--- src/rtl/pss_pkg.sv ---
`timescale 1ns/1ps
package pss_pkg;
    // Classification of the request held in the first pipeline stage
    typedef enum logic [1:0] {
        ST_DESEL = 2'd0,
        ST_READ  = 2'd1,
        ST_WRITE = 2'd2
    } stage_e;
endpackage

--- src/rtl/pss_ctrl.sv ---
`timescale 1ns/1ps
module pss_ctrl
    import pss_pkg::*;
#(
    parameter int ADDR_W = 6,
    parameter int LANES  = 2
) (
    input  logic              clk,
    input  logic              rst_n,
    input  logic [ADDR_W-1:0] addr,
    input  logic              sel0_n,
    input  logic              sel1,
    input  logic              sel2_n,
    input  logic              gwr_n,
    input  logic              bwfn_n,
    input  logic [LANES-1:0]  lane_wr_n,
    output logic [LANES-1:0]  wr_mask,
    output logic              rd_en,
    output logic [ADDR_W-1:0] rd_addr,
    output logic              out_live
);
    stage_e            state_q, state_d;
    logic [ADDR_W-1:0] addr_q;
    logic              live_q;
    logic              sel_any;

    assign sel_any = !sel0_n && sel1 && !sel2_n;

    // Request decode: next state and write lanes
    always_comb begin
        state_d = ST_READ;
        wr_mask = '0;
        if (!sel_any) begin
            state_d = ST_DESEL;
        end else if (!gwr_n) begin
            state_d = ST_WRITE;
            wr_mask = '1;
        end else if (!bwfn_n && (lane_wr_n != '1)) begin
            state_d = ST_WRITE;
            wr_mask = ~lane_wr_n;
        end
    end

    // State register and pipelined address
    always_ff @(posedge clk or negedge rst_n) begin
        if (!rst_n) begin
            state_q <= ST_DESEL;
            addr_q  <= '0;
            live_q  <= 1'b0;
        end else begin
            state_q <= state_d;
            addr_q  <= addr;
            live_q  <= rd_en;
        end
    end

    // Outputs from the present state
    always_comb begin
        unique case (state_q)
            ST_READ:  rd_en = 1'b1;
            ST_WRITE: rd_en = 1'b0;
            default:  rd_en = 1'b0;
        endcase
    end

    assign rd_addr  = addr_q;
    assign out_live = live_q;

    a_r2_desel_no_read: assert property (@(posedge clk) disable iff (!rst_n)
        !sel_any |=> !rd_en);
    a_r5_read_after_no_mask: assert property (@(posedge clk) disable iff (!rst_n)
        rd_en |-> ($past(wr_mask) == '0));
    a_r7_valid_drop: assert property (@(posedge clk) disable iff (!rst_n)
        !rd_en |=> !out_live);
    a_r6_valid_rise: assert property (@(posedge clk) disable iff (!rst_n)
        rd_en |=> out_live);
endmodule

--- src/rtl/pss_array.sv ---
`timescale 1ns/1ps
module pss_array #(
    parameter int ADDR_W = 6,
    parameter int LANE_W = 9,
    parameter int LANES  = 2
) (
    input  logic                    clk,
    input  logic                    rst_n,
    input  logic [ADDR_W-1:0]       wr_addr,
    input  logic [LANES-1:0]        wr_mask,
    input  logic [LANE_W*LANES-1:0] wr_word,
    input  logic                    rd_en,
    input  logic [ADDR_W-1:0]       rd_addr,
    output logic [LANE_W*LANES-1:0] rd_word
);
    localparam int DEPTH = 1 << ADDR_W;

    for (genvar g = 0; g < LANES; g++) begin : g_lane
        logic [LANE_W-1:0] lane_mem [DEPTH];
        logic [LANE_W-1:0] lane_q;

        always_ff @(posedge clk) begin
            if (wr_mask[g]) begin
                lane_mem[wr_addr] <= wr_word[g*LANE_W +: LANE_W];
            end
        end

        always_ff @(posedge clk or negedge rst_n) begin
            if (!rst_n) begin
                lane_q <= '0;
            end else if (rd_en) begin
                lane_q <= lane_mem[rd_addr];
            end
        end

        assign rd_word[g*LANE_W +: LANE_W] = lane_q;
    end

    a_r8_hold_without_read: assert property (@(posedge clk) disable iff (!rst_n)
        !rd_en |=> $stable(rd_word));
endmodule

--- src/rtl/pss_core.sv ---
`timescale 1ns/1ps
module pss_core #(
    parameter int ADDR_W = 6,
    parameter int LANE_W = 9,
    parameter int LANES  = 2
) (
    input  logic                    clk,
    input  logic                    rst_n,
    input  logic [ADDR_W-1:0]       addr,
    input  logic                    sel0_n,
    input  logic                    sel1,
    input  logic                    sel2_n,
    input  logic                    gwr_n,
    input  logic                    bwfn_n,
    input  logic [LANES-1:0]        lane_wr_n,
    input  logic                    oe_n,
    input  logic [LANE_W*LANES-1:0] wdata,
    output logic [LANE_W*LANES-1:0] rdata,
    output logic                    rvalid
);
    localparam int DATA_W = LANE_W * LANES;

    logic [LANES-1:0]  wr_mask;
    logic              rd_en;
    logic [ADDR_W-1:0] rd_addr;
    logic              live;
    logic [DATA_W-1:0] word;

    pss_ctrl #(.ADDR_W(ADDR_W), .LANES(LANES)) ctrl_i (
        .clk       (clk),
        .rst_n     (rst_n),
        .addr      (addr),
        .sel0_n    (sel0_n),
        .sel1      (sel1),
        .sel2_n    (sel2_n),
        .gwr_n     (gwr_n),
        .bwfn_n    (bwfn_n),
        .lane_wr_n (lane_wr_n),
        .wr_mask   (wr_mask),
        .rd_en     (rd_en),
        .rd_addr   (rd_addr),
        .out_live  (live)
    );

    pss_array #(.ADDR_W(ADDR_W), .LANE_W(LANE_W), .LANES(LANES)) array_i (
        .clk     (clk),
        .rst_n   (rst_n),
        .wr_addr (addr),
        .wr_mask (wr_mask),
        .wr_word (wdata),
        .rd_en   (rd_en),
        .rd_addr (rd_addr),
        .rd_word (word)
    );

    // Asynchronous output gating
    assign rdata  = oe_n ? '0 : word;
    assign rvalid = !oe_n && live;

    a_r9_oe_blanks: assert property (@(posedge clk) disable iff (!rst_n)
        oe_n |-> (!rvalid && (rdata == '0)));
endmodule

--- config.mk ---
export PLATFORM = sky130hd
export DESIGN_NAME = pss_core
export DESIGN_NICKNAME = d
export VERILOG_FILES = /design/src/rtl/pss_pkg.sv /design/src/rtl/pss_ctrl.sv /design/src/rtl/pss_array.sv /design/src/rtl/pss_core.sv
export SDC_FILE = /design/constraint.sdc
export NUM_CORES = 1
export LEC_CHECK = 0
export CORE_ASPECT_RATIO = 2
export CORE_MARGIN = 2
export CORE_UTILIZATION = 50
export DETAILED_ROUTE_END_ITERATION = 8
export GPL_TIMING_DRIVEN = 0
export PLACE_DENSITY_LB_ADDON = 0.2
export SLEW_MARGIN = 10
export SYNTH_ARGS = -nofsm -noshare
export SYNTH_HDL_FRONTEND = slang
export SYNTH_SLANG_ARGS = --single-unit
--- constraint.sdc ---
create_clock -name clk -period 3.34 [get_ports clk]
set_clock_uncertainty 0.1 [all_clocks]
set_input_delay 0.668 -clock clk [delete_from_list [all_inputs] [get_ports clk]]
set_output_delay 0.668 -clock clk [all_outputs]
set_load 0.01 [all_outputs]
==> metrics.md, run 1 <==
| Metric | Value |
|---|---|
| Combinational share of power | 0.057 |
| Worst-path cell chain | clkdlybuf4s50_1 -> clkbuf_1 -> nand3b_1 -> clkbuf_1 -> nor2_1 |
| Final Net Count | 2387 |
| Commonest non-fill, non-tap cells in the layout | 1152 x edfxtp_1, 216 x mux4_2, 159 x mux2i_1 |
| Pin count of the biggest net entering global routing | 65 |
| Critical Path AT | 3.80 ns |
| Flops & latches, synth | 1179 |
| RSZ-0062 raised after global routing | true |
| H-tree depth | 3 |
| DRC | 0 |
| Final Max Slew Viols | 0 |
| Crit-path slowest cell | clkbuf_1 |
| Minimum clock period | 3.603 ns |
| Critical Path End Type | register |
| Placed cell area | 47730 sq um |
| Area contributors post-synth | edfxtp_1 76%, mux4_2 11%, mux2i_1 3.6%, a22oi_1 1.8%, dfrtp_1 1.5% |
| Peak supply drop | roughly 0.00037 V |
| Leakage | 16.16 nW |
| ANT nets after route | 0 |
| Drt wl/cell | 33.73 um |
| Worst setup SP type | primary input |
| Commonest non-fill, non-tap cell in the layout | edfxtp_1 |
| Clk Latency, worst-skew pair | 0.69 ns |
| Rows | 156 |
| Aggregate global routing overflow | 0 |
| Synth Net Count | 2212 |
| Cell taking the most area after synthesis | edfxtp_1 |
| Int Pwr | 23.35 mW |
| Multi-input gate area | 9738 sq um |
| Slew headroom | 0.07435 |
| Final setup vio count | between 200 and 250 |
| Yosys cell types | 36 |
| Clk buf depth | 3 |
| Total of max-cap violations | 0 |
| Sequential share of power | 0.554 |
| Setup ws final | -0.2628 ns |
| CTS tree | done |
| Net Sw Frac | 0.2108 |
| I/O Buffers | 52 |
| Psw | 6.237 mW |
| Outcome | complete, but fails checks |
| Largest stage delay, worst path | 1.08 ns |
| Sequential cell area fraction in the yosys report | 0.7759 |
| Num CTS Buffers | 95 |
| Gr usage total | 0.2659 |
| Design area | 51260 sq um |
| Post-synthesis mux area share | 0.1429 |
| Async SR Flop Fraction | 0.02290 |
| Pwr Total | 29.59 mW |
| CP dominant cell by count | clkbuf_1 |
| Area Overhead vs Synth | 12.77% |
| CTS clk-pin slew, worst paths | 0.07 ns |
| Total number of vias | ~22000 |
| Slew @ Worst Pin | 1.388 ns |
| Cells after Synth | around 2200 |
| Synth Area in Adders | 0 |
| Ys Warns | 0 |
| XOR/XNOR Fraction of Synth Area | 0 |
| Period utilization | 1.079 |
| Gpl congestion | 0.9239 |
| Largest delay share family, worst path | buffers and inverters |
| Area fraction of the dominant cell type after synthesis | 0.7610 |
| Synth Area in Simple Gates | 0.03099 |
| Largest family of logic cells by synthesized area | multiplexers |
| Number of global-route vias before repair | 23930 |
| Core area | ~90000 sq um |
| Syn avg cell area | 20.87 sq um |
| Number of synthesized flops with an enable pin | 1152 |
| Die ar. | ~93000 sq um |
| Violated checks | negative setup slack |
| # IOs | 53 |
| Clock Sinks | about 1200 |
| Initial antenna violation count | 3 |
| Syn Std Cell Area | 45460 sq um |
| Final hold violations | 0 |
| Root Buffer Master | clkbuf_16 |
| DP HPWL | about 88000 um |
| Cell Pwr Density | roughly 580 nW/um^2 |
| Hold Crit Class | primary input to register |
| Drt pass-1 iters | 5 |
| Worst Path Required | 3.54 ns |
| Initial DRC Count | 1944 |
| Layout cells sized above 1 | 0.2453 |
| Main synth FF type | edfxtp_1 |
| First-pass GRT wire length | 171100 um |
| WL final | 121900 um |
| Die height | 430.4 um |
| # fillers | 6765 |
| Critical path class | primary input to register |
| Worst Path Buf+Inv | 3 |
| F_max | approximately 280 MHz |
| Die width | 217.2 um |
| CP max FO | 10 |
| Synth Area in Compound Gates | 0.03306 |
| Clock share of power | 0.389 |
| Starting density of the core | 0.5041 |
| Storage cell area | 35270 sq um |
| Via/cell ratio | 6.191 |
## power by group through the flow
stage | combinational [mW] | sequential, mW | clock, mW
final | 1.68 | 16.4 | 11.5
after global routing | 1.74 | 16.4 | 12.2
after CTS | 1.67 | 16.4 | 11.6
after detailed placement | 1.66 | 16.7 | 0
after global placement | 1.57 | 16.8 | 0
after floorplan | 0.823 | 16.7 | 0
## flip-flops by register name, summed over array words and instances (netlist names)
register / cells
array_i.g_lane.lane_mem: 1152
ctrl_i.state_q: 2
array_i.g_lane.lane_q: 18
ctrl_i.out_live: 1
ctrl_i.rd_addr: 6
## synth_stat cells (2+ instances only)
master and count:
a211oi_1 34, a221o_1 18, a22oi_1 108, and3_1 3
buf_1 5, buf_2 47, buf_4 22, buf_6 19
clkbuf_1 33, dfrtp_1 27, edfxtp_1 1152, inv_1 2
mux2i_1 162, mux4_2 216, nand2_1 17, nand3_1 41
nand3b_1 4, nand4_1 18, nor2_1 135, nor2b_1 41
nor3b_1 2, o21ai_0 2, o22ai_1 36, or3_1 19
or3b_2 4
## through the flow
stage | hold WS (ns) | utilization | TNS [ns] | std cells | worst slack, ns
final | 0.2846 | 0.5685 | -13.13 | 3613 | -0.2628
after detailed placement | 0.3942 | 0.5293 | -851.28 | 3433 | -1.476
after CTS | 0.2547 | 0.5664 | -0.2915 | 3609 | -0.01949
after floorplan | 0.2724 | - | 0 | 2178 | 0.7555
after global placement | 0.3931 | 0.5263 | -870.51 | 3415 | -1.313
after global routing | 0.2784 | 0.5685 | -12.79 | 3613 | -0.2174
## cells by family (layout without fill, tap and decap cells)
family | Yosys count | after routing
flip-flops | 1179 | 1179
multiplexers | 379 | 379
AND/OR/NAND/NOR | 290 | 290
AO/OA/AOI/OAI | 201 | 201
buffers and inverters | 129 | 377
other | 0 | 2
## final cells by class
class,instances,share of cell area
antenna,2,0.00009763
sequential,1179,0.6880
multi-input combinational,870,0.1900
tap,1185,0.02892
clock buffer,118,0.04908
clock inverter,52,0.01189
buffer,127,0.01530
inverter,2,0.0001464
timing repair buffer,78,0.01657
## what timing repair did
action / in CTS / in global routing
endpoints found under the setup margin: 429 / 594
buffers inserted: 5 / 2
hold buffers: 1 / 0
hold endpoints to repair: 6 / 0
pin swaps: 2 / 1
resized for setup: 63 / 60
## path summary, 6_finish.rpt
path                                              from                           endpoint  slack [ns]  cells past startpoint
max                                            addr[0]  array_i.g_lane[1].lane_mem[46][0]       -0.26                      5
min                                           wdata[7]  array_i.g_lane[0].lane_mem[29][7]        0.28                      1
max reg2reg                          ctrl_i.rd_addr[4]        array_i.g_lane[1].lane_q[5]           0                      8
min reg2reg                array_i.g_lane[0].lane_q[4]        array_i.g_lane[0].lane_q[4]        0.42                      1
max in group asynchronous                        rst_n        array_i.g_lane[0].lane_q[2]        2.31                      3
min in group asynchronous                        rst_n                  ctrl_i.rd_addr[0]        0.31                      2
## per-layer routing
metal | track usage | part of all wire
met1 | 0.2591 | 0.31
met2 | 0.5002 | 0.56
met3 | 0.03697 | 0.045
met4 | 0.1996 | 0.083
met5 | 0 | 0
Power figures use the tool's default switching activity.
==> run 2, diff against run 1 <==
--- a/config.mk
+++ b/config.mk
@@ -11,7 +11,6 @@
 export DETAILED_ROUTE_END_ITERATION = 8
 export GPL_TIMING_DRIVEN = 0
 export PLACE_DENSITY_LB_ADDON = 0.2
-export SLEW_MARGIN = 10
 export SYNTH_ARGS = -nofsm -noshare
 export SYNTH_HDL_FRONTEND = slang
 export SYNTH_SLANG_ARGS = --single-unit
==> metrics.md, run 2 (synthesis gave the netlist of run 1 again) <==
| Metric | Value |
|---|---|
| Initial antenna violation count | 3 |
| Hold EP | array_i.g_lane[0].lane_mem[41][7] |
| Die height | 430.4 um |
| Gr usage total | 0.2660 |
| Total of max-cap violations | 0 |
| Depth of the most critical reg-to-reg path | 8 |
| Critical Path AT | 3.73 ns |
| Critical Path End Type | register |
| Rows | 156 |
| Worst Path Required | between 3 and 4 ns |
| Cell Pwr Density | a little under 600 nW/um^2 |
| DRC | 0 |
| I/O Buffers | 52 |
| CTS clk-pin slew, worst paths | around 0.07 ns |
| Total number of vias | around 22000 |
| Layout cells sized above 1 | 0.2435 |
| Num CTS Buffers | 95 |
| Pwr Total | ~30 mW |
| Outcome | complete, but fails checks |
| Most flop-heavy register | array_i.g_lane.lane_mem |
| Worst R2R End | array_i.g_lane[0].lane_q[6] |
| Hold Path Depth | 1 |
| F_max | between 200 and 300 MHz |
| First-pass GRT wire length | 170600 um |
| Worst Hold Launch | wdata[7] |
| CTS tree | done |
| Initial DRC Count | around 2100 |
| DP HPWL | approximately 88000 um |
| Register-to-register setup slack | 0.03 ns |
| Final hold violations | 0 |
| Largest stage delay, worst path | around 0.89 ns |
| Root Buffer Master | clkbuf_16 |
| Slew @ Worst Pin | 1.293 ns |
| Violated checks | negative setup slack |
| CP max FO | 10 |
| Clk Latency, worst-skew pair | between 0.7 and 0.8 ns |
| Critical path class | primary input to register |
| Setup ws final | -0.1766 ns |
| Period utilization | 1.053 |
| Area Overhead vs Synth | 12.74% |
| Final Net Count | 2383 |
| Die width | 217.2 um |
| CP dominant cell by count | clkbuf_1 |
| Aggregate global routing overflow | 0 |
| Drt wl/cell | 33.68 um |
| Final setup vio count | about 110 |
| Clk buf depth | 3 |
| Clock Sinks | 1179 |
| Drt pass-1 iters | 5 |
| ANT nets after route | 0 |
| Starting density of the core | 0.5041 |
| RSZ-0062 raised after global routing | true |
| Commonest non-fill, non-tap cells in the layout | 1152 x edfxtp_1, 216 x mux4_2, 159 x mux2i_1 |
| # IOs | 53 |
| Slew headroom | 0.1380 |
| # fillers | 6784 |
| Minimum clock period | 3.517 ns |
| Final Max Slew Viols | 0 |
| Die ar. | 93490 sq um |
| Worst r2r src | ctrl_i.rd_addr[4] |
| Max reg flops | roughly 1200 |
| Number of global-route vias before repair | ~24000 |
| Worst setup SP type | primary input |
| Leakage | 16.16 nW |
| Commonest non-fill, non-tap cell in the layout | edfxtp_1 |
| H-tree depth | 3 |
| Crit-path slowest cell | nor2_1 |
| Dpl ws | -1.452 ns |
| Peak supply drop | 0.0004305 V |
| Via/cell ratio | 6.154 |
| Gpl congestion | between 0.9 and 1 |
| Core area | 90180 sq um |
| Worst-path cell chain | clkdlybuf4s50_1 -> clkbuf_1 -> nand3b_1 -> clkbuf_1 -> nor2_1 |
| Pin count of the biggest net entering global routing | 57 |
| WL final | 121900 um |
| Hold Crit Class | primary input to register |
-- run 2: worst max path at each step --
stage          slack (ns)    start  cells past startpoint                                 to
6_report            -0.18  addr[0]                      5  array_i.g_lane[1].lane_mem[43][2]
5_1_grt             -0.20     sel1                      6  array_i.g_lane[0].lane_mem[46][4]
4_1_cts             -0.20  addr[0]                      6  array_i.g_lane[1].lane_mem[25][3]
3_5_place_dp        -1.45  addr[2]                      6  array_i.g_lane[1].lane_mem[20][0]
3_3_place_gp        -1.31  addr[2]                      6  array_i.g_lane[1].lane_mem[20][6]
2_1_floorplan        0.76  addr[2]                      5  array_i.g_lane[0].lane_mem[44][0]
-- run 2: layout make-up --
cell class                 count  area (sq um)  share of cell area
clock buffer                 115          2482             0.04844
antenna                        4         10.01           0.0001953
buffer                       127         783.3             0.01528
tap                         1185          1483             0.02893
timing repair buffer          74         829.5             0.01619
clock inverter                64         684.4             0.01335
sequential                  1179         35270              0.6882
multi-input combinational    870          9701              0.1893
inverter                       2         7.507           0.0001465
-- run 2: metal layers --
layer / track usage / vias to the layer above / wire [um]
met5: 0 / - / 0
met4: 0.1922 / 0 / 9655
met2: 0.5009 / 882 / 69100
met3: 0.03584 / 295 / 5910
li1: - / 9400 / -
met1: 0.2628 / 11700 / 37250
-- run 2: repair_timing --
action / 4_1_cts / 5_1_grt
resized for setup: 53 / 59
endpoints found under the hold margin: 27 / 0
hold buffers: 1 / 0
buffers inserted: 0 / 2
setup endpoints to repair: 405 / 713
-- run 2: per-stage QoR --
| stage | cells | utilization | hold slack (ns) | TNS [ns] | cell area (sq um) |
|---|---|---|---|---|---|
| CTS | 3614 | 0.5663 | 0.2049 | -9.345 | 51070 |
| global placement | 3415 | 0.5263 | 0.3931 | -870.51 | 47460 |
| global route | 3618 | 0.5683 | 0.2231 | -22.62 | 51240 |
| detailed placement | 3434 | 0.5295 | 0.3954 | -850.25 | 47750 |
| finish | 3620 | 0.5683 | 0.2410 | -9.475 | 51250 |
| floorplan | 2178 | - | 0.2724 | 0 | 45460 |
-- run 2: critical path: cells and delay by family --
family,cells,cell delay [ns]
buffers and inverters,3,1.55
AND/OR/NAND/NOR,2,1.50
-- run 2: power breakdown --
part	leakage [nW]	internal (mW)	switching, mW	total, mW
Combinational	3.93	0.626	1.05	1.68
Sequential	10.7	16.3	0.0985	16.4
Clock	1.53	6.28	5.19	11.5
